$ cat config.mk
export PLATFORM = sky130hd
export DESIGN_NAME = spim_stat
export DESIGN_NICKNAME = d
export VERILOG_FILES = /design/src/rtl/spim_pkg.sv /design/src/rtl/spim_sckgen.sv /design/src/rtl/spim_shift.sv /design/src/rtl/spim_flags.sv /design/src/rtl/spim_stat.sv
export SDC_FILE = /design/constraint.sdc
export NUM_CORES = 1
export LEC_CHECK = 0
export BUFFER_PORTS_ARGS = -buffer_cell sky130_fd_sc_hd__buf_2
export CORE_UTILIZATION = 51
export CTS_CLUSTER_DIAMETER = 100
export DETAILED_ROUTE_END_ITERATION = 6
export PLACE_DENSITY_LB_ADDON = 0.3
export SLEW_MARGIN = 20
export SYNTH_ARGS = -nofsm -noshare
export SYNTH_HDL_FRONTEND = slang
export SYNTH_SLANG_ARGS = --single-unit
$ cat constraint.sdc
create_clock -name clk -period 2.8 [get_ports clk]
set_input_delay 0.14 -clock clk [delete_from_list [all_inputs] [get_ports clk]]
set_output_delay 0.14 -clock clk [all_outputs]
set_load 0.02 [all_outputs]
$ cat src/rtl/spim_pkg.sv
package spim_pkg;

   localparam int MAX_HALF_LOG2 = 6;

   typedef enum logic [1:0] {
      REG_CTRL = 2'd0,
      REG_STAT = 2'd1,
      REG_DATA = 2'd2,
      REG_NONE = 2'd3
   } reg_sel_e;

   localparam int CTL_RATE_LO = 0;
   localparam int CTL_SSWATCH = 2;
   localparam int CTL_MASTER  = 4;
   localparam int CTL_ENABLE  = 6;
   localparam int CTL_IRQEN   = 7;

   // log2 of half the SCK period for index {dbl, rate[1:0]}
   function automatic int half_log2(input logic [2:0] sel);
      int full;
      full = (sel[1:0] == 2'd3) ? 7 : (2 + 2 * int'(sel[1:0]));
      if (sel[2]) full = full - 1;
      return full - 1;
   endfunction

endpackage

$ cat src/rtl/spim_sckgen.sv
module spim_sckgen #(
   parameter int CNT_W = 6
) (
   input  logic       clk,
   input  logic       rst_n,
   input  logic       run,
   input  logic [2:0] sel,
   output logic       sck,
   output logic       rise_p,
   output logic       fall_p
);
   logic [CNT_W-1:0] cnt;
   logic [CNT_W-1:0] lim;
   logic             wrap;

   always_comb begin
      lim = CNT_W'((32'd1 << spim_pkg::half_log2(sel)) - 32'd1);
   end

   assign wrap   = run && (cnt >= lim);
   assign rise_p = wrap && !sck;
   assign fall_p = wrap && sck;

   always_ff @(posedge clk or negedge rst_n) begin
      if (!rst_n) begin
         cnt <= '0;
         sck <= 1'b0;
      end else if (!run) begin
         cnt <= '0;
         sck <= 1'b0;
      end else if (wrap) begin
         cnt <= '0;
         sck <= ~sck;
      end else begin
         cnt <= cnt + 1'b1;
      end
   end
endmodule

$ cat src/rtl/spim_shift.sv
module spim_shift #(
   parameter int W = 8
) (
   input  logic         clk,
   input  logic         rst_n,
   input  logic         ld,
   input  logic         go,
   input  logic [W-1:0] load,
   input  logic         rise_p,
   input  logic         fall_p,
   input  logic         miso,
   output logic         busy,
   output logic         mosi,
   output logic [W-1:0] shreg,
   output logic         done_p
);
   localparam int BCW = (W > 1) ? $clog2(W) : 1;
   localparam logic [BCW-1:0] LAST = BCW'(W - 1);

   logic [BCW-1:0] bcnt;

   assign done_p = busy && fall_p && (bcnt == LAST);

   always_ff @(posedge clk or negedge rst_n) begin
      if (!rst_n) begin
         shreg <= '0;
         mosi  <= 1'b0;
         busy  <= 1'b0;
         bcnt  <= '0;
      end else if (ld) begin
         shreg <= load;
         if (go) begin
            mosi <= load[W-1];
            busy <= 1'b1;
            bcnt <= '0;
         end
      end else if (busy) begin
         if (rise_p) shreg <= {shreg[W-2:0], miso};
         if (fall_p) begin
            mosi <= shreg[W-1];
            if (bcnt == LAST) busy <= 1'b0;
            else              bcnt <= bcnt + 1'b1;
         end
      end
   end
endmodule

$ cat src/rtl/spim_flags.sv
module spim_flags (
   input  logic clk,
   input  logic rst_n,
   input  logic xfer_done,
   input  logic fault,
   input  logic coll,
   input  logic stat_rd,
   input  logic data_acc,
   input  logic irq_ack,
   output logic done_q,
   output logic wcol_q
);
   logic armed_q;
   logic set_done;
   logic clr;

   assign set_done = xfer_done || fault;
   assign clr      = data_acc && armed_q;

   always_ff @(posedge clk or negedge rst_n) begin
      if (!rst_n) begin
         done_q  <= 1'b0;
         wcol_q  <= 1'b0;
         armed_q <= 1'b0;
      end else begin
         if (set_done)            done_q <= 1'b1;
         else if (clr || irq_ack) done_q <= 1'b0;

         if (coll)     wcol_q <= 1'b1;
         else if (clr) wcol_q <= 1'b0;

         if (set_done || coll)                    armed_q <= 1'b0;
         else if (stat_rd && (done_q || wcol_q))  armed_q <= 1'b1;
         else if (data_acc)                       armed_q <= 1'b0;
      end
   end
endmodule

$ cat src/rtl/spim_stat.sv
module spim_stat #(
   parameter int DATA_W  = 8,
   parameter int SS_SYNC = 0
) (
   input  logic              clk,
   input  logic              rst_n,
   input  logic [1:0]        reg_addr,
   input  logic [DATA_W-1:0] reg_wdata,
   input  logic              reg_wr,
   input  logic              reg_rd,
   output logic [DATA_W-1:0] reg_rdata,
   input  logic              irq_ack,
   output logic              irq,
   output logic              sck,
   output logic              mosi,
   input  logic              miso,
   input  logic              ss_n
);
   import spim_pkg::*;

   localparam int CNT_W = MAX_HALF_LOG2;

   generate
      if (DATA_W < 8) begin : g_bad_width
         $error("spim_stat: DATA_W must be at least 8");
      end
      if (SS_SYNC < 0 || SS_SYNC > 3) begin : g_bad_sync
         $error("spim_stat: SS_SYNC must be 0 to 3");
      end
   endgenerate

   logic [7:0]        ctrl_q;
   logic              dbl_q;
   logic              busy;
   logic              rise_p;
   logic              fall_p;
   logic              xfer_done;
   logic              fault_p;
   logic              done_q;
   logic              wcol_q;
   logic [DATA_W-1:0] shreg;
   logic              ss_s;
   logic              ss_prev;

   logic wr_ctrl, wr_stat, wr_data, stat_rd, data_acc, go, ld, coll;
   logic master_on;

   assign wr_ctrl  = reg_wr && (reg_addr == REG_CTRL);
   assign wr_stat  = reg_wr && (reg_addr == REG_STAT);
   assign wr_data  = reg_wr && (reg_addr == REG_DATA);
   assign stat_rd  = reg_rd && (reg_addr == REG_STAT);
   assign data_acc = (reg_wr || reg_rd) && (reg_addr == REG_DATA);

   assign master_on = ctrl_q[CTL_ENABLE] && ctrl_q[CTL_MASTER];
   assign ld   = wr_data && !busy;
   assign go   = ld && master_on;
   assign coll = wr_data && busy;

   always_ff @(posedge clk or negedge rst_n) begin
      if (!rst_n) begin
         ctrl_q <= '0;
         dbl_q  <= 1'b0;
      end else begin
         if (wr_ctrl) ctrl_q <= reg_wdata[7:0];
         if (wr_stat) dbl_q  <= reg_wdata[0];
      end
   end

   // SS input conditioning: direct or through a synchronizer chain
   generate
      if (SS_SYNC == 0) begin : g_ss_direct
         assign ss_s = ss_n;
      end else begin : g_ss_sync
         logic [SS_SYNC-1:0] sr;
         always_ff @(posedge clk or negedge rst_n) begin
            if (!rst_n) sr <= '1;
            else        sr <= SS_SYNC'({sr, ss_n});
         end
         assign ss_s = sr[SS_SYNC-1];
      end
   endgenerate

   always_ff @(posedge clk or negedge rst_n) begin
      if (!rst_n) ss_prev <= 1'b1;
      else        ss_prev <= ss_s;
   end

   assign fault_p = master_on && ctrl_q[CTL_SSWATCH] && ss_prev && !ss_s;

   spim_sckgen #(.CNT_W(CNT_W)) u_sckgen (
      .clk    (clk),
      .rst_n  (rst_n),
      .run    (busy),
      .sel    ({dbl_q, ctrl_q[CTL_RATE_LO+1], ctrl_q[CTL_RATE_LO]}),
      .sck    (sck),
      .rise_p (rise_p),
      .fall_p (fall_p)
   );

   spim_shift #(.W(DATA_W)) u_shift (
      .clk    (clk),
      .rst_n  (rst_n),
      .ld     (ld),
      .go     (go),
      .load   (reg_wdata),
      .rise_p (rise_p),
      .fall_p (fall_p),
      .miso   (miso),
      .busy   (busy),
      .mosi   (mosi),
      .shreg  (shreg),
      .done_p (xfer_done)
   );

   spim_flags u_flags (
      .clk       (clk),
      .rst_n     (rst_n),
      .xfer_done (xfer_done),
      .fault     (fault_p),
      .coll      (coll),
      .stat_rd   (stat_rd),
      .data_acc  (data_acc),
      .irq_ack   (irq_ack),
      .done_q    (done_q),
      .wcol_q    (wcol_q)
   );

   always_comb begin
      reg_rdata = '0;
      unique case (reg_addr)
         REG_CTRL: reg_rdata = DATA_W'(ctrl_q);
         REG_STAT: begin
            reg_rdata[DATA_W-1] = done_q;
            reg_rdata[DATA_W-2] = wcol_q;
            reg_rdata[0]        = dbl_q;
         end
         REG_DATA: reg_rdata = shreg;
         default:  reg_rdata = '0;
      endcase
   end

   assign irq = done_q && ctrl_q[CTL_IRQEN];

endmodule

==> flow_summary.html, run 1 <==
<table>
<tr><th>Metric</th><th>Value</th></tr>
<tr><th colspan="2">Floorplanning</th></tr>
<tr><td>Cell Rows</td><td>21</td></tr>
<tr><td>Core area</td><td>3416 sq um</td></tr>
<tr><td>Die Footprint</td><td>slightly below 4000 sq um</td></tr>
<tr><td>Total I/O pin count</td><td>28</td></tr>
<tr><td>Starting density of the core</td><td>0.5451</td></tr>
<tr><td>Horiz. Die Dim</td><td>about 62 microns</td></tr>
<tr><td>Die outline height</td><td>between 60 and 70 microns</td></tr>
<tr><th colspan="2">STA</th></tr>
<tr><td>Max Clock Freq</td><td>between 0.3 and 0.4 GHz</td></tr>
<tr><td>Normalized max-slew margin</td><td>0.4826</td></tr>
<tr><td>Setup violation total in the final timing report</td><td>0</td></tr>
<tr><td>Setup skew after layout</td><td>about 0.010 ns</td></tr>
<tr><td>Unrepaired setup endpoints after global routing</td><td>true</td></tr>
<tr><td>Final Hold Fails</td><td>0</td></tr>
<tr><td>Slew @ Worst Pin</td><td>approximately 0.77 ns</td></tr>
<tr><td>Fin crit period</td><td>around 2.7 ns</td></tr>
<tr><td>Final Cycle Share</td><td>0.9739</td></tr>
<tr><td>Fin. max-slew vios</td><td>0</td></tr>
<tr><th colspan="2">Clocking</th></tr>
<tr><td>Root buffer selected by CTS</td><td>sky130_fd_sc_hd__clkbuf_4</td></tr>
<tr><td>Number of H-tree levels</td><td>2</td></tr>
<tr><td>Source-to-sink clock delay at the later pin of the worst-skew pair</td><td>between 0.3 and 0.4 ns</td></tr>
<tr><td>Clock transition at the registers of the reported paths</td><td>between 0.1 and 0.15 ns</td></tr>
<tr><td>Clock tree from TritonCTS</td><td>yes</td></tr>
<tr><td>Clock Sink Count</td><td>33</td></tr>
<tr><td>Longest Clk Path Bufs</td><td>2</td></tr>
<tr><td>Number of clock buffers inserted by TritonCTS</td><td>5</td></tr>
<tr><th colspan="2">Setup path</th></tr>
<tr><td>CP cell instances</td><td>nor2b_4 &gt; ha_4 &gt; nor2_4 &gt; nand2_1 &gt; o21ai_0 &gt; a22oi_1 &gt; ha_2 &gt; nand4_4 &gt; o221a_4 &gt; or3b_4 &gt; a21bo_1</td></tr>
<tr><td>Max Fanout on Critical Path</td><td>7</td></tr>
<tr><td>Arrival time of the worst setup path</td><td>2.97 ns</td></tr>
<tr><td>Standard cell with the maximum stage delay on the critical path</td><td>sky130_fd_sc_hd__dfrtp_2</td></tr>
<tr><td>Crit end category</td><td>register</td></tr>
<tr><td>Worst path required time</td><td>3.04 ns</td></tr>
<tr><td>Top cell family by delay on the critical path</td><td>simple AND/OR/NAND/NOR gates</td></tr>
<tr><td>Slowest cell delay on critical path</td><td>0.48 ns</td></tr>
<tr><td>Number of buffers and inverters on the critical path</td><td>0</td></tr>
<tr><td>Setup Crit Path Kind</td><td>register to register</td></tr>
<tr><td>CP Launch Type</td><td>register</td></tr>
<tr><th colspan="2">Global routing</th></tr>
<tr><td>Global-route track usage on met1</td><td>0.2780</td></tr>
<tr><td>Pin count of the biggest net entering global routing</td><td>34</td></tr>
<tr><td>Overall track demand over capacity in global routing</td><td>0.2422</td></tr>
<tr><td>Most congested layer reported by global routing</td><td>met2</td></tr>
<tr><td>Fraction of met2 tracks used by global routing</td><td>0.4103</td></tr>
<tr><td>First-pass GRT wire length</td><td>around 7.3 mm</td></tr>
<tr><td>Antenna violations before repair</td><td>0</td></tr>
<tr><td>Remaining global-route overflow</td><td>0</td></tr>
<tr><td>Number of global-route vias before repair</td><td>1,622</td></tr>
<tr><td>Global-route track usage on met3</td><td>0.06022</td></tr>
<tr><th colspan="2">Power</th></tr>
<tr><td>Maximum vdd ir drop</td><td>between 0.4 and 0.5 mV</td></tr>
<tr><td>Total power density per cell area</td><td>roughly 780 nW/um^2</td></tr>
<tr><td>Total Power Consumption</td><td>1740 uW</td></tr>
<tr><td>Leakage power of the design</td><td>just over 0.001 uW</td></tr>
<tr><th colspan="2">Synth</th></tr>
<tr><td>Post-Syn Area</td><td>1862 sq um</td></tr>
<tr><td>Fraction of registers with async set or reset after synthesis</td><td>1.000</td></tr>
<tr><td>Distinct cells, synth</td><td>41</td></tr>
<tr><td>Most frequently used flop master after synthesis</td><td>sky130_fd_sc_hd__dfrtp_1</td></tr>
<tr><td>Post-synthesis sequential area ratio</td><td>0.4442</td></tr>
<tr><td>Mean cell area of the mapped netlist</td><td>around 10 sq um</td></tr>
<tr><td>Synthesized netlist net count</td><td>roughly 210</td></tr>
<tr><td>Gate count of the mapped netlist</td><td>roughly 180</td></tr>
<tr><td>Yosys Warn Count</td><td>0</td></tr>
<tr><td>EDFF count, synth</td><td>0</td></tr>
<tr><td>Number of synthesized register bits</td><td>33</td></tr>
<tr><th colspan="2">Job</th></tr>
<tr><td>Number of maximum-capacitance violations</td><td>0</td></tr>
<tr><th colspan="2">Place</th></tr>
<tr><td>Post-DP HPWL</td><td>approximately 3 mm</td></tr>
<tr><td>Port Buf Inserts</td><td>27</td></tr>
<tr><td>Routability cong.</td><td>a little over 0.8</td></tr>
<tr><th colspan="2">Cells and area</th></tr>
<tr><td>Area Growth Syn to Fin</td><td>20.30%</td></tr>
<tr><td>Share of layout cells above drive strength 1</td><td>0.3442</td></tr>
<tr><td>Final net count</td><td>roughly 240</td></tr>
<tr><td>Commonest non-fill, non-tap cells in the layout</td><td>30 x sky130_fd_sc_hd__dfrtp_1, 28 x sky130_fd_sc_hd__buf_2, 22 x sky130_fd_sc_hd__nor2_1</td></tr>
<tr><td>Leading cell type in the layout, fill and taps excluded</td><td>sky130_fd_sc_hd__dfrtp_1</td></tr>
<tr><td>Diodes inserted</td><td>0</td></tr>
<tr><td>Fin util</td><td>0.6557</td></tr>
<tr><th colspan="2">Route</th></tr>
<tr><td>First-pass detailed-route iteration total</td><td>4</td></tr>
<tr><td>Vias per cell</td><td>5.690</td></tr>
<tr><td>Final ANT Viol Nets</td><td>0</td></tr>
<tr><td>Detailed-route via count</td><td>about 1,500</td></tr>
<tr><td>Post-detailed-route wirelength per cell</td><td>between 15 and 20 microns</td></tr>
<tr><td>DRC violation count after routing</td><td>0</td></tr>
<tr><td>WL final</td><td>between 4 and 5 mm</td></tr>
<tr><td>First DRT Iteration DRCs</td><td>100</td></tr>
<tr><th colspan="2">Status</th></tr>
<tr><td>Outcome</td><td>finished, final reports clean</td></tr>
<tr><th colspan="2">Min path</th></tr>
<tr><td>Classification of the worst-slack hold path</td><td>input port to register</td></tr>
</table>
## per-layer routing
layer,part of all wire,vias up
li1,-,705
met1,0.43,727
met2,0.50,40
met3,0.040,13
met4,0.029,0
met5,0,-
## power by group
part           leakage [uW]  switching, uW  total [uW]  internal (uW)
combinational      0.000577            380         724            344
sequential         0.000399            132         744            612
clock             0.0000310            176         271           94.6
## tightest hold or removal path, stage by stage
cell and delay [ns]:
sky130_fd_sc_hd__buf_2 0.09, sky130_fd_sc_hd__nand2_1 0.04, sky130_fd_sc_hd__o21ai_0 0.07
## kinds of logic (layout without fill, tap and decap cells)
group           Yosys count  count (layout)  synth area share
compound gates           29              29            0.1015
xor+xnor                  5               5           0.02353
mux                      27              27            0.1505
fa+ha+maj                10              10           0.06720
simple gates             64              64            0.1841
flops                    33              33            0.4442
buf+inv                  13              47           0.02890
## timing repair
action,in CTS,in global routing
setup endpoints to repair,12,15
cloned,0,1
hold buffers,2,0
gates resized for setup,4,19
hold endpoints to repair,33,0
pin swaps,7,4
setup buffers,1,0
## path summary, 6_finish.rpt
check,endpoint,slack (ns),cells after the start,from
min reg2reg,u_shift.bcnt[0],0.49,1,u_shift.bcnt[0]
max in group asynchronous,ctrl_q[1],1.89,2,rst_n
max reg2reg,u_shift.busy,0.07,11,ctrl_q[1]
min in group asynchronous,u_shift.shreg[0],0.39,2,rst_n
min,ctrl_q[1],0.03,3,reg_wdata[1]
max,u_shift.busy,0.07,11,ctrl_q[1]
## layout make-up
| cell class | instances | area (sq um) |
|---|---|---|
| timing repair buffer | 34 | 193.9 |
| clock buffer | 5 | 37.54 |
| inverter | 5 | 18.77 |
| clock inverter | 3 | 17.52 |
| multi-input combinational | 135 | 1085 |
| sequential | 33 | 829.5 |
| fill | 262 | 1176 |
| tap | 46 | 57.56 |
## metrics by stage
stage                     setup WS (ns)  hold WS (ns)   TNS, ns  instances  cell area (sq um)
after floorplan                 0.03851       -0.1556         0        181               1868
after global placement           0.1250        0.2317         0        249               2048
after detailed placement       -0.01735        0.2470  -0.03410        249               2048
after CTS                       0.03932       0.01659         0        260               2153
after global routing           -0.03543       0.02209   -0.1302        261               2240
final                           0.07301       0.03298         0        261               2240
## synth_stat cells (3+ instances only)
master / n / share of area
sky130_fd_sc_hd__a21oi_1: 12 / 0.032
sky130_fd_sc_hd__clkbuf_1: 4 / 0.0081
sky130_fd_sc_hd__dfrtp_1: 32 / 0.43
sky130_fd_sc_hd__ha_1: 10 / 0.067
sky130_fd_sc_hd__inv_1: 5 / 0.010
sky130_fd_sc_hd__mux2_2: 8 / 0.048
sky130_fd_sc_hd__mux2i_1: 19 / 0.10
sky130_fd_sc_hd__nand2_1: 14 / 0.028
sky130_fd_sc_hd__nand3_1: 4 / 0.011
sky130_fd_sc_hd__nand3b_1: 4 / 0.016
sky130_fd_sc_hd__nor2_1: 24 / 0.048
sky130_fd_sc_hd__o21ai_0: 7 / 0.019
sky130_fd_sc_hd__or2_2: 3 / 0.010
sky130_fd_sc_hd__xnor2_1: 3 / 0.014
## flip-flops by register name (all words and copies together), names as in the netlist
signal and cells:
u_flags.armed_q 1, u_sckgen.cnt 6, u_sckgen.sck 1, dbl_q 1, u_shift.mosi 1, u_flags.done_q 1, u_shift.shreg 8, u_flags.wcol_q 1
ss_prev 1, ctrl_q 8, u_shift.bcnt 3, u_shift.busy 1
(Power assumes the default switching activity.)
==> run 2: changes to the inputs <==
--- a/config.mk
+++ b/config.mk
@@ -10,6 +10,7 @@
 export CTS_CLUSTER_DIAMETER = 100
 export DETAILED_ROUTE_END_ITERATION = 6
 export PLACE_DENSITY_LB_ADDON = 0.3
+export RECOVER_POWER = 100
 export SLEW_MARGIN = 20
 export SYNTH_ARGS = -nofsm -noshare
 export SYNTH_HDL_FRONTEND = slang
==> flow_summary.html, run 2 (synthesis results as in run 1) <==
<table>
<tr><th>Metric</th><th>Value</th></tr>
<tr><th colspan="2">Status</th></tr>
<tr><td>Outcome</td><td>finished, violations left</td></tr>
<tr><td>Violations in the final reports</td><td>max-capacitance violations, max-slew violations</td></tr>
<tr><th colspan="2">Power</th></tr>
<tr><td>Internal power of the cells</td><td>around 1000 uW</td></tr>
<tr><td>Net switching power figure</td><td>689.0 uW</td></tr>
<tr><td>Leakage power of the design</td><td>roughly 0.0010 uW</td></tr>
<tr><td>Maximum vdd ir drop</td><td>approximately 0.4 mV</td></tr>
<tr><td>Total power density per cell area</td><td>a little under 800 nW/um^2</td></tr>
<tr><td>Clock group share of total power</td><td>0.156</td></tr>
<tr><td>Sw Ratio</td><td>0.3965</td></tr>
<tr><td>Share of total power in combinational logic</td><td>0.416</td></tr>
<tr><td>Reg power frac</td><td>0.428</td></tr>
<tr><th colspan="2">Cells and area</th></tr>
<tr><td>Commonest non-fill, non-tap cells in the layout</td><td>30 x sky130_fd_sc_hd__dfrtp_1, 25 x sky130_fd_sc_hd__buf_2, 22 x sky130_fd_sc_hd__nor2_1</td></tr>
<tr><td>Layout filler cell count</td><td>around 260</td></tr>
<tr><td>Fin util</td><td>0.6549</td></tr>
<tr><td>Share of layout cells above drive strength 1</td><td>0.3349</td></tr>
<tr><td>Area taken by multi-input logic gates</td><td>roughly 1100 sq um</td></tr>
<tr><td>Final net count</td><td>around 240</td></tr>
<tr><td>Diodes inserted</td><td>0</td></tr>
<tr><td>Area Growth Syn to Fin</td><td>20.16%</td></tr>
<tr><td>Leading cell type in the layout, fill and taps excluded</td><td>sky130_fd_sc_hd__dfrtp_1</td></tr>
<tr><td>Storage element area</td><td>829.5 sq um</td></tr>
<tr><td>Registers with the most flip-flops</td><td>ctrl_q (8), u_shift.shreg (8), u_sckgen.cnt (6)</td></tr>
<tr><th colspan="2">Floorplanning</th></tr>
<tr><td>Core area</td><td>3416 sq um</td></tr>
<tr><td>Cell Rows</td><td>21</td></tr>
<tr><td>Die Footprint</td><td>between 3000 and 4000 sq um</td></tr>
<tr><td>Total I/O pin count</td><td>28</td></tr>
<tr><td>Starting density of the core</td><td>0.5451</td></tr>
<tr><td>Horiz. Die Dim</td><td>roughly 62 microns</td></tr>
<tr><td>Die outline height</td><td>between 60 and 70 microns</td></tr>
<tr><th colspan="2">Setup path</th></tr>
<tr><td>Top cell family by delay on the critical path</td><td>simple AND/OR/NAND/NOR gates</td></tr>
<tr><td>Crit end category</td><td>register</td></tr>
<tr><td>Arrival time of the worst setup path</td><td>a little under 3 ns</td></tr>
<tr><td>Crit. path cell count</td><td>11</td></tr>
<tr><td>Max Fanout on Critical Path</td><td>7</td></tr>
<tr><td>CP cell instances</td><td>nor2b_4 &gt; ha_4 &gt; nor2_4 &gt; nand2_1 &gt; o21ai_0 &gt; a22oi_1 &gt; ha_2 &gt; nand4_4 &gt; o221a_4 &gt; or3b_4 &gt; a21bo_1</td></tr>
<tr><td>CP Launch Type</td><td>register</td></tr>
<tr><td>Worst R2R Path Depth</td><td>11</td></tr>
<tr><td>Slowest cell delay on critical path</td><td>~0.48 ns</td></tr>
<tr><td>Setup Crit Path Kind</td><td>register to register</td></tr>
<tr><td>Standard cell with the maximum stage delay on the critical path</td><td>sky130_fd_sc_hd__dfrtp_2</td></tr>
<tr><td>Number of buffers and inverters on the critical path</td><td>0</td></tr>
<tr><td>Worst path required time</td><td>~3.0 ns</td></tr>
<tr><th colspan="2">Route</th></tr>
<tr><td>First DRT Iteration DRCs</td><td>100</td></tr>
<tr><td>Routed met2 length</td><td>around 2.1 mm</td></tr>
<tr><td>Detailed-route via count</td><td>between 1,000 and 1,500</td></tr>
<tr><td>Detail Route met3 WL</td><td>180 microns</td></tr>
<tr><td>WL final</td><td>around 4.3 mm</td></tr>
<tr><td>Final ANT Viol Nets</td><td>0</td></tr>
<tr><td>Post-detailed-route wirelength per cell</td><td>16.46 microns</td></tr>
<tr><td>First-pass detailed-route iteration total</td><td>4</td></tr>
<tr><td>DRC violation count after routing</td><td>0</td></tr>
<tr><td>Vias per cell</td><td>about 5.7</td></tr>
<tr><td>Wire length the detailed router placed on met1</td><td>1.857 mm</td></tr>
<tr><td>Top metal layer carrying routed signals</td><td>met4</td></tr>
<tr><th colspan="2">Min path</th></tr>
<tr><td>Instance count along the most critical hold path</td><td>3</td></tr>
<tr><td>Classification of the worst-slack hold path</td><td>input port to register</td></tr>
<tr><th colspan="2">STA</th></tr>
<tr><td>Max Clock Freq</td><td>between 0.3 and 0.4 GHz</td></tr>
<tr><td>Final Cycle Share</td><td>0.9744</td></tr>
<tr><td>Setup violation total in the final timing report</td><td>0</td></tr>
<tr><td>Unrepaired setup endpoints after global routing</td><td>true</td></tr>
<tr><td>Fin. max-slew vios</td><td>34</td></tr>
<tr><td>Total Negative Setup Slacks</td><td>0 ns</td></tr>
<tr><td>Setup skew after layout</td><td>between 0.01 and 0.015 ns</td></tr>
<tr><td>Slew @ Worst Pin</td><td>between 1.5 and 2 ns</td></tr>
<tr><td>Fin crit period</td><td>2.728 ns</td></tr>
<tr><td>Final Hold Fails</td><td>0</td></tr>
<tr><td>Normalized max-slew margin</td><td>-0.2043</td></tr>
<tr><th colspan="2">Clocking</th></tr>
<tr><td>Number of H-tree levels</td><td>2</td></tr>
<tr><td>Root buffer selected by CTS</td><td>sky130_fd_sc_hd__clkbuf_4</td></tr>
<tr><td>Number of clock buffers inserted by TritonCTS</td><td>5</td></tr>
<tr><td>Clock Sink Count</td><td>33</td></tr>
<tr><td>Clock tree from TritonCTS</td><td>yes</td></tr>
<tr><td>Source-to-sink clock delay at the later pin of the worst-skew pair</td><td>between 0.3 and 0.4 ns</td></tr>
<tr><td>Longest Clk Path Bufs</td><td>2</td></tr>
<tr><td>Clock transition at the registers of the reported paths</td><td>roughly 0.12 ns</td></tr>
<tr><th colspan="2">Global routing</th></tr>
<tr><td>First-pass GRT wire length</td><td>roughly 7.3 mm</td></tr>
<tr><td>Overall track demand over capacity in global routing</td><td>0.2422</td></tr>
<tr><td>Number of global-route vias before repair</td><td>about 1,600</td></tr>
<tr><td>Remaining global-route overflow</td><td>0</td></tr>
<tr><td>Antenna violations before repair</td><td>0</td></tr>
<tr><td>Pin count of the biggest net entering global routing</td><td>34</td></tr>
<tr><th colspan="2">Place</th></tr>
<tr><td>Post-DP HPWL</td><td>between 2 and 3 mm</td></tr>
<tr><td>Port Buf Inserts</td><td>27</td></tr>
<tr><td>Routability cong.</td><td>between 0.8 and 0.9</td></tr>
<tr><th colspan="2">Job</th></tr>
<tr><td>Number of maximum-capacitance violations</td><td>1</td></tr>
</table>
run 2: worst paths after layout:
kind                                 start              end  slack (ns)
setup / recovery                 ctrl_q[1]     u_shift.busy        0.07
hold / removal                reg_wdata[1]        ctrl_q[1]        0.03
setup reg to reg                 ctrl_q[1]     u_shift.busy        0.07
hold reg to reg            u_shift.bcnt[0]  u_shift.bcnt[0]        0.49
max in group asynchronous            rst_n        ctrl_q[1]        0.83
min in group asynchronous            rst_n        ctrl_q[0]        0.80
run 2: power by group through the flow:
stage	Combinational (uW)	Clock [uW]	Sequential [uW]
2_1_floorplan	447	0	715
6_report	722	271	744
3_5_place_dp	590	0	748
4_1_cts	614	280	740
3_3_place_gp	562	0	738
5_1_grt	792	301	766
run 2: repair_timing:
item	4_1_cts	5_1_grt
gates resized for setup	4	19
hold endpoints to repair	33	0
pin swaps	7	4
cloned	0	1
buffers inserted	1	0
hold buffers	2	0
setup endpoints to repair	12	15
run 2: cell type report:
cell class	count	area share
multi-input combinational	135	0.4849
sequential	33	0.3708
clock buffer	5	0.01678
tap	46	0.02573
timing repair buffer	34	0.08557
clock inverter	3	0.007830
inverter	5	0.008389
run 2: worst register-to-register path: stages (launching register included):
cell and delay, ns:
sky130_fd_sc_hd__dfrtp_2 0.48, sky130_fd_sc_hd__nor2b_4 0.15, sky130_fd_sc_hd__ha_4 0.23, sky130_fd_sc_hd__nor2_4 0.11, sky130_fd_sc_hd__nand2_1 0.05, sky130_fd_sc_hd__o21ai_0 0.08, sky130_fd_sc_hd__a22oi_1 0.10, sky130_fd_sc_hd__ha_2 0.41
sky130_fd_sc_hd__nand4_4 0.12, sky130_fd_sc_hd__o221a_4 0.31, sky130_fd_sc_hd__or3b_4 0.39, sky130_fd_sc_hd__a21bo_1 0.19
run 2: layer usage:
layer  up-vias  track usage
met2        45       0.4103
li1        705            -
met4         0       0.1366
met3        13      0.06022
met1       727       0.2780
met5         -            0
run 2: through the flow:
| step | std cells | total power, uW | setup WS (ns) | cell area, sq um | hold slack [ns] |
|---|---|---|---|---|---|
| after floorplan | 181 | 1162 | 0.03851 | 1868 | -0.1556 |
| after global placement | 249 | 1300 | 0.1250 | 2048 | 0.2317 |
| after detailed placement | 249 | 1339 | -0.01735 | 2048 | 0.2470 |
| after CTS | 260 | 1634 | 0.03932 | 2153 | 0.01659 |
| after global routing | 261 | 1859 | -0.03543 | 2237 | 0.02209 |
| final | 261 | 1738 | 0.07165 | 2237 | 0.03232 |
==> run 3: changes to the inputs <==
--- a/config.mk
+++ b/config.mk
@@ -5,12 +5,13 @@
 export SDC_FILE = /design/constraint.sdc
 export NUM_CORES = 1
 export LEC_CHECK = 0
+export ABC_AREA = 1
 export BUFFER_PORTS_ARGS = -buffer_cell sky130_fd_sc_hd__buf_2
+export CORE_MARGIN = 3
 export CORE_UTILIZATION = 51
 export CTS_CLUSTER_DIAMETER = 100
 export DETAILED_ROUTE_END_ITERATION = 6
 export PLACE_DENSITY_LB_ADDON = 0.3
-export RECOVER_POWER = 100
 export SLEW_MARGIN = 20
 export SYNTH_ARGS = -nofsm -noshare
 export SYNTH_HDL_FRONTEND = slang
==> flow_summary.html, run 3 <==
<table>
<tr><th>Metric</th><th>Value</th></tr>
<tr><th colspan="2">Status</th></tr>
<tr><td>Outcome</td><td>finished, final reports clean</td></tr>
<tr><th colspan="2">STA</th></tr>
<tr><td>Final Cycle Share</td><td>0.9585</td></tr>
<tr><td>Max Clock Freq</td><td>0.3726 GHz</td></tr>
<tr><td>Slew @ Worst Pin</td><td>approximately 0.74 ns</td></tr>
<tr><td>Normalized max-slew margin</td><td>0.5076</td></tr>
<tr><td>Fin. max-slew vios</td><td>0</td></tr>
<tr><td>Fin crit period</td><td>2.684 ns</td></tr>
<tr><td>Unrepaired setup endpoints after global routing</td><td>true</td></tr>
<tr><td>Final Hold Fails</td><td>0</td></tr>
<tr><td>Setup skew after layout</td><td>~0.0033 ns</td></tr>
<tr><td>Setup violation total in the final timing report</td><td>0</td></tr>
<tr><td>Post-route worst hold slack</td><td>between 0.08 and 0.09 ns</td></tr>
<tr><th colspan="2">Synth</th></tr>
<tr><td>Yosys Warn Count</td><td>0</td></tr>
<tr><td>Mean cell area of the mapped netlist</td><td>roughly 8.4 sq um</td></tr>
<tr><td>Synthesized-area fraction occupied by xor and xnor cells</td><td>0.01757</td></tr>
<tr><td>Area share of the largest cell type after synthesis</td><td>0.4015</td></tr>
<tr><td>Synthesized netlist net count</td><td>roughly 260</td></tr>
<tr><td>Area fraction in compound gates after synthesis</td><td>0.1223</td></tr>
<tr><td>Adder and majority cell fraction of the synthesized area</td><td>0.06274</td></tr>
<tr><td>Most frequently used flop master after synthesis</td><td>sky130_fd_sc_hd__dfrtp_1</td></tr>
<tr><td>EDFF count, synth</td><td>0</td></tr>
<tr><td>Fraction of registers with async set or reset after synthesis</td><td>1.000</td></tr>
<tr><td>Simple-gate area share of the yosys netlist</td><td>0.2597</td></tr>
<tr><td>Gate count of the mapped netlist</td><td>~240</td></tr>
<tr><td>Distinct cells, synth</td><td>36</td></tr>
<tr><td>Area leader, netlist</td><td>sky130_fd_sc_hd__dfrtp_1</td></tr>
<tr><td>Top post-synthesis cells by count</td><td>59 x sky130_fd_sc_hd__nand2_1, 32 x sky130_fd_sc_hd__dfrtp_1, 31 x sky130_fd_sc_hd__inv_1</td></tr>
<tr><td>Post-synthesis sequential area ratio</td><td>0.4147</td></tr>
<tr><td>Largest family of logic cells by synthesized area</td><td>simple AND/OR/NAND/NOR gates</td></tr>
<tr><td>Cells taking the most area after synthesis</td><td>sky130_fd_sc_hd__dfrtp_1 40%, sky130_fd_sc_hd__nand2_1 11%, sky130_fd_sc_hd__ha_1 6.3%</td></tr>
<tr><td>Number of synthesized register bits</td><td>33</td></tr>
<tr><td>Most used standard cell by instance count after synthesis</td><td>sky130_fd_sc_hd__nand2_1</td></tr>
<tr><td>Post-Syn Area</td><td>1994 sq um</td></tr>
<tr><td>Share of synthesized area spent on multiplexers</td><td>0.03199</td></tr>
<tr><th colspan="2">Job</th></tr>
<tr><td>Number of maximum-capacitance violations</td><td>0</td></tr>
<tr><th colspan="2">Clocking</th></tr>
<tr><td>Root buffer selected by CTS</td><td>sky130_fd_sc_hd__clkbuf_8</td></tr>
<tr><td>Longest Clk Path Bufs</td><td>2</td></tr>
<tr><td>Clock transition at the registers of the reported paths</td><td>0.07 ns</td></tr>
<tr><td>Source-to-sink clock delay at the later pin of the worst-skew pair</td><td>~0.28 ns</td></tr>
<tr><td>Clock tree from TritonCTS</td><td>yes</td></tr>
<tr><td>Number of H-tree levels</td><td>2</td></tr>
<tr><td>Number of clock buffers inserted by TritonCTS</td><td>5</td></tr>
<tr><td>Clock Sink Count</td><td>33</td></tr>
<tr><th colspan="2">Power</th></tr>
<tr><td>Total power density per cell area</td><td>764.0 nW/um^2</td></tr>
<tr><td>Leakage power of the design</td><td>around 0.0012 uW</td></tr>
<tr><td>Maximum vdd ir drop</td><td>approximately 0.33 mV</td></tr>
<tr><th colspan="2">Floorplanning</th></tr>
<tr><td>Total I/O pin count</td><td>28</td></tr>
<tr><td>Die outline height</td><td>about 69 microns</td></tr>
<tr><td>Core area</td><td>3716 sq um</td></tr>
<tr><td>Horiz. Die Dim</td><td>a little under 70 microns</td></tr>
<tr><td>Starting density of the core</td><td>0.5367</td></tr>
<tr><td>Cell Rows</td><td>22</td></tr>
<tr><td>Die Footprint</td><td>4697 sq um</td></tr>
<tr><th colspan="2">Setup path</th></tr>
<tr><td>Worst reg2reg path startpoint</td><td>ctrl_q[0]</td></tr>
<tr><td>Worst path required time</td><td>just over 3 ns</td></tr>
<tr><td>Crit path from</td><td>ctrl_q[0]</td></tr>
<tr><td>CP Launch Type</td><td>register</td></tr>
<tr><td>Crit end category</td><td>register</td></tr>
<tr><td>Setup Crit Path Kind</td><td>register to register</td></tr>
<tr><td>Arrival time of the worst setup path</td><td>between 2 and 3 ns</td></tr>
<tr><td>Max Fanout on Critical Path</td><td>7</td></tr>
<tr><th colspan="2">Min path</th></tr>
<tr><td>Classification of the worst-slack hold path</td><td>input port to register</td></tr>
<tr><td>Hold path start</td><td>irq_ack</td></tr>
<tr><th colspan="2">Route</th></tr>
<tr><td>First DRT Iteration DRCs</td><td>72</td></tr>
<tr><td>First-pass detailed-route iteration total</td><td>4</td></tr>
<tr><td>Detailed-route via count</td><td>1,659</td></tr>
<tr><td>Vias per cell</td><td>between 5 and 6</td></tr>
<tr><td>Final ANT Viol Nets</td><td>0</td></tr>
<tr><td>Post-detailed-route wirelength per cell</td><td>13.00 microns</td></tr>
<tr><td>WL final</td><td>roughly 4.2 mm</td></tr>
<tr><td>DRC violation count after routing</td><td>0</td></tr>
<tr><th colspan="2">Global routing</th></tr>
<tr><td>Remaining global-route overflow</td><td>0</td></tr>
<tr><td>Number of global-route vias before repair</td><td>around 1,600</td></tr>
<tr><td>Pin count of the biggest net entering global routing</td><td>34</td></tr>
<tr><td>Antenna violations before repair</td><td>0</td></tr>
<tr><td>Overall track demand over capacity in global routing</td><td>0.2043</td></tr>
<tr><td>First-pass GRT wire length</td><td>7.093 mm</td></tr>
<tr><th colspan="2">Cells and area</th></tr>
<tr><td>Diodes inserted</td><td>0</td></tr>
<tr><td>Fin util</td><td>0.6354</td></tr>
<tr><td>Final net count</td><td>303</td></tr>
<tr><td>Leading cell type in the layout, fill and taps excluded</td><td>sky130_fd_sc_hd__nand2_1</td></tr>
<tr><td>Area Growth Syn to Fin</td><td>18.38%</td></tr>
<tr><td>Share of layout cells above drive strength 1</td><td>0.2888</td></tr>
<tr><td>Commonest non-fill, non-tap cells in the layout</td><td>57 x sky130_fd_sc_hd__nand2_1, 31 x sky130_fd_sc_hd__dfrtp_1, 30 x sky130_fd_sc_hd__inv_1</td></tr>
<tr><td>Registers with the most flip-flops</td><td>ctrl_q (8), u_shift.shreg (8), u_sckgen.cnt (6)</td></tr>
<tr><th colspan="2">Place</th></tr>
<tr><td>Post-DP HPWL</td><td>between 3 and 4 mm</td></tr>
<tr><td>Port Buf Inserts</td><td>27</td></tr>
<tr><td>Routability cong.</td><td>approximately 0.78</td></tr>
</table>
-- run 3: changes by cell type after synthesis, sizes merged, moves of 5 or more --
cell	before	now
a21oi	12	6
inv	5	33
mux2	8	3
mux2i	19	3
nand2	14	68
nand3b	5	0
nand4	1	6
o21ai	7	22
-- run 3: cell type report --
type | count | area, sq um
Multi-Input combinational cell | 167 | 1056
Inverter | 33 | 128.9
Fill cell | 327 | 1355
Timing Repair Buffer | 36 | 207.7
Clock buffer | 8 | 80.08
Tap cell | 48 | 60.06
Sequential cell | 33 | 828.3
-- run 3: cell families (layout without fill, tap and decap cells) --
group / Yosys count / count (layout)
and+or+nand+nor: 109 / 110
xor gates and xnor gates: 4 / 4
buffers and inverters: 38 / 77
AOI/OAI and AO/OA: 37 / 37
adders and majority gates: 10 / 10
DFF: 33 / 33
muxes: 6 / 6
-- run 3: per-layer routing --
layer | GRT usage | share of wire | vias to the layer above | wire length [microns]
li1 | - | - | 842 | -
met1 | 0.2544 | 0.48 | 785 | 2018
met2 | 0.3540 | 0.48 | 30 | 2037
met3 | 0.04862 | 0.034 | 2 | 144
met4 | 0.05211 | 0.0057 | 0 | 24
met5 | 0 | 0 | - | 0
-- run 3: per-stage QoR --
| stage | total power, uW | instances | worst slack [ns] | area (sq um) | TNS (ns) |
|---|---|---|---|---|---|
| 2_1_floorplan | 1255 | 237 | 0.1844 | 1994 | 0 |
| 3_3_place_gp | 1396 | 308 | 0.1288 | 2145 | 0 |
| 3_5_place_dp | 1418 | 308 | -0.02470 | 2145 | -0.05671 |
| 4_1_cts | 1773 | 321 | 0.03171 | 2271 | 0 |
| 5_1_grt | 1965 | 325 | -0.03087 | 2361 | -0.1039 |
| 6_report | 1804 | 325 | 0.1162 | 2361 | 0 |
-- run 3: worst max-delay path: stages, from the launching register on --
cell	delay, ns
sky130_fd_sc_hd__dfrtp_1	0.44
sky130_fd_sc_hd__nor2_2	0.20
sky130_fd_sc_hd__ha_4	0.22
sky130_fd_sc_hd__or2_4	0.24
sky130_fd_sc_hd__o21ai_4	0.07
sky130_fd_sc_hd__nand2_1	0.09
sky130_fd_sc_hd__xor2_1	0.15
sky130_fd_sc_hd__ha_1	0.28
sky130_fd_sc_hd__nand2_1	0.07
sky130_fd_sc_hd__inv_1	0.05
sky130_fd_sc_hd__a21oi_2	0.15
sky130_fd_sc_hd__nand2_2	0.10
sky130_fd_sc_hd__nand2_4	0.08
sky130_fd_sc_hd__nor2_4	0.07
sky130_fd_sc_hd__nor2_4	0.26
sky130_fd_sc_hd__nand2_2	0.08
sky130_fd_sc_hd__nand2_1	0.06
-- run 3: repair_timing --
action / 4_1_cts / 5_1_grt
cloned: 1 / 0
resized for setup: 0 / 15
buffers inserted: 2 / 4
hold buffers: 2 / 0
setup endpoints to repair: 7 / 22
pin swaps: 2 / 12
endpoints found under the hold margin: 33 / 0
-- run 3: path summary, 6_finish.rpt --
| path | endpoint | cells after the start | slack (ns) |
|---|---|---|---|
| setup / recovery | u_shift.shreg[0] | 16 | 0.12 |
| hold / removal | u_flags.done_q | 2 | 0.09 |
| setup reg to reg | u_shift.shreg[0] | 16 | 0.12 |
| hold reg to reg | u_shift.bcnt[1] | 2 | 0.48 |
| max in group asynchronous | ctrl_q[1] | 2 | 1.82 |
| min in group asynchronous | u_sckgen.cnt[2] | 2 | 0.47 |
-- run 3: power breakdown --
group          internal [uW]  total (uW)  switching [uW]  leakage [uW]
registers                629         769             141      0.000411
clock network            176         336             160     0.0000395
logic                    287         698             411      0.000791
total                   1090        1800             711       0.00124
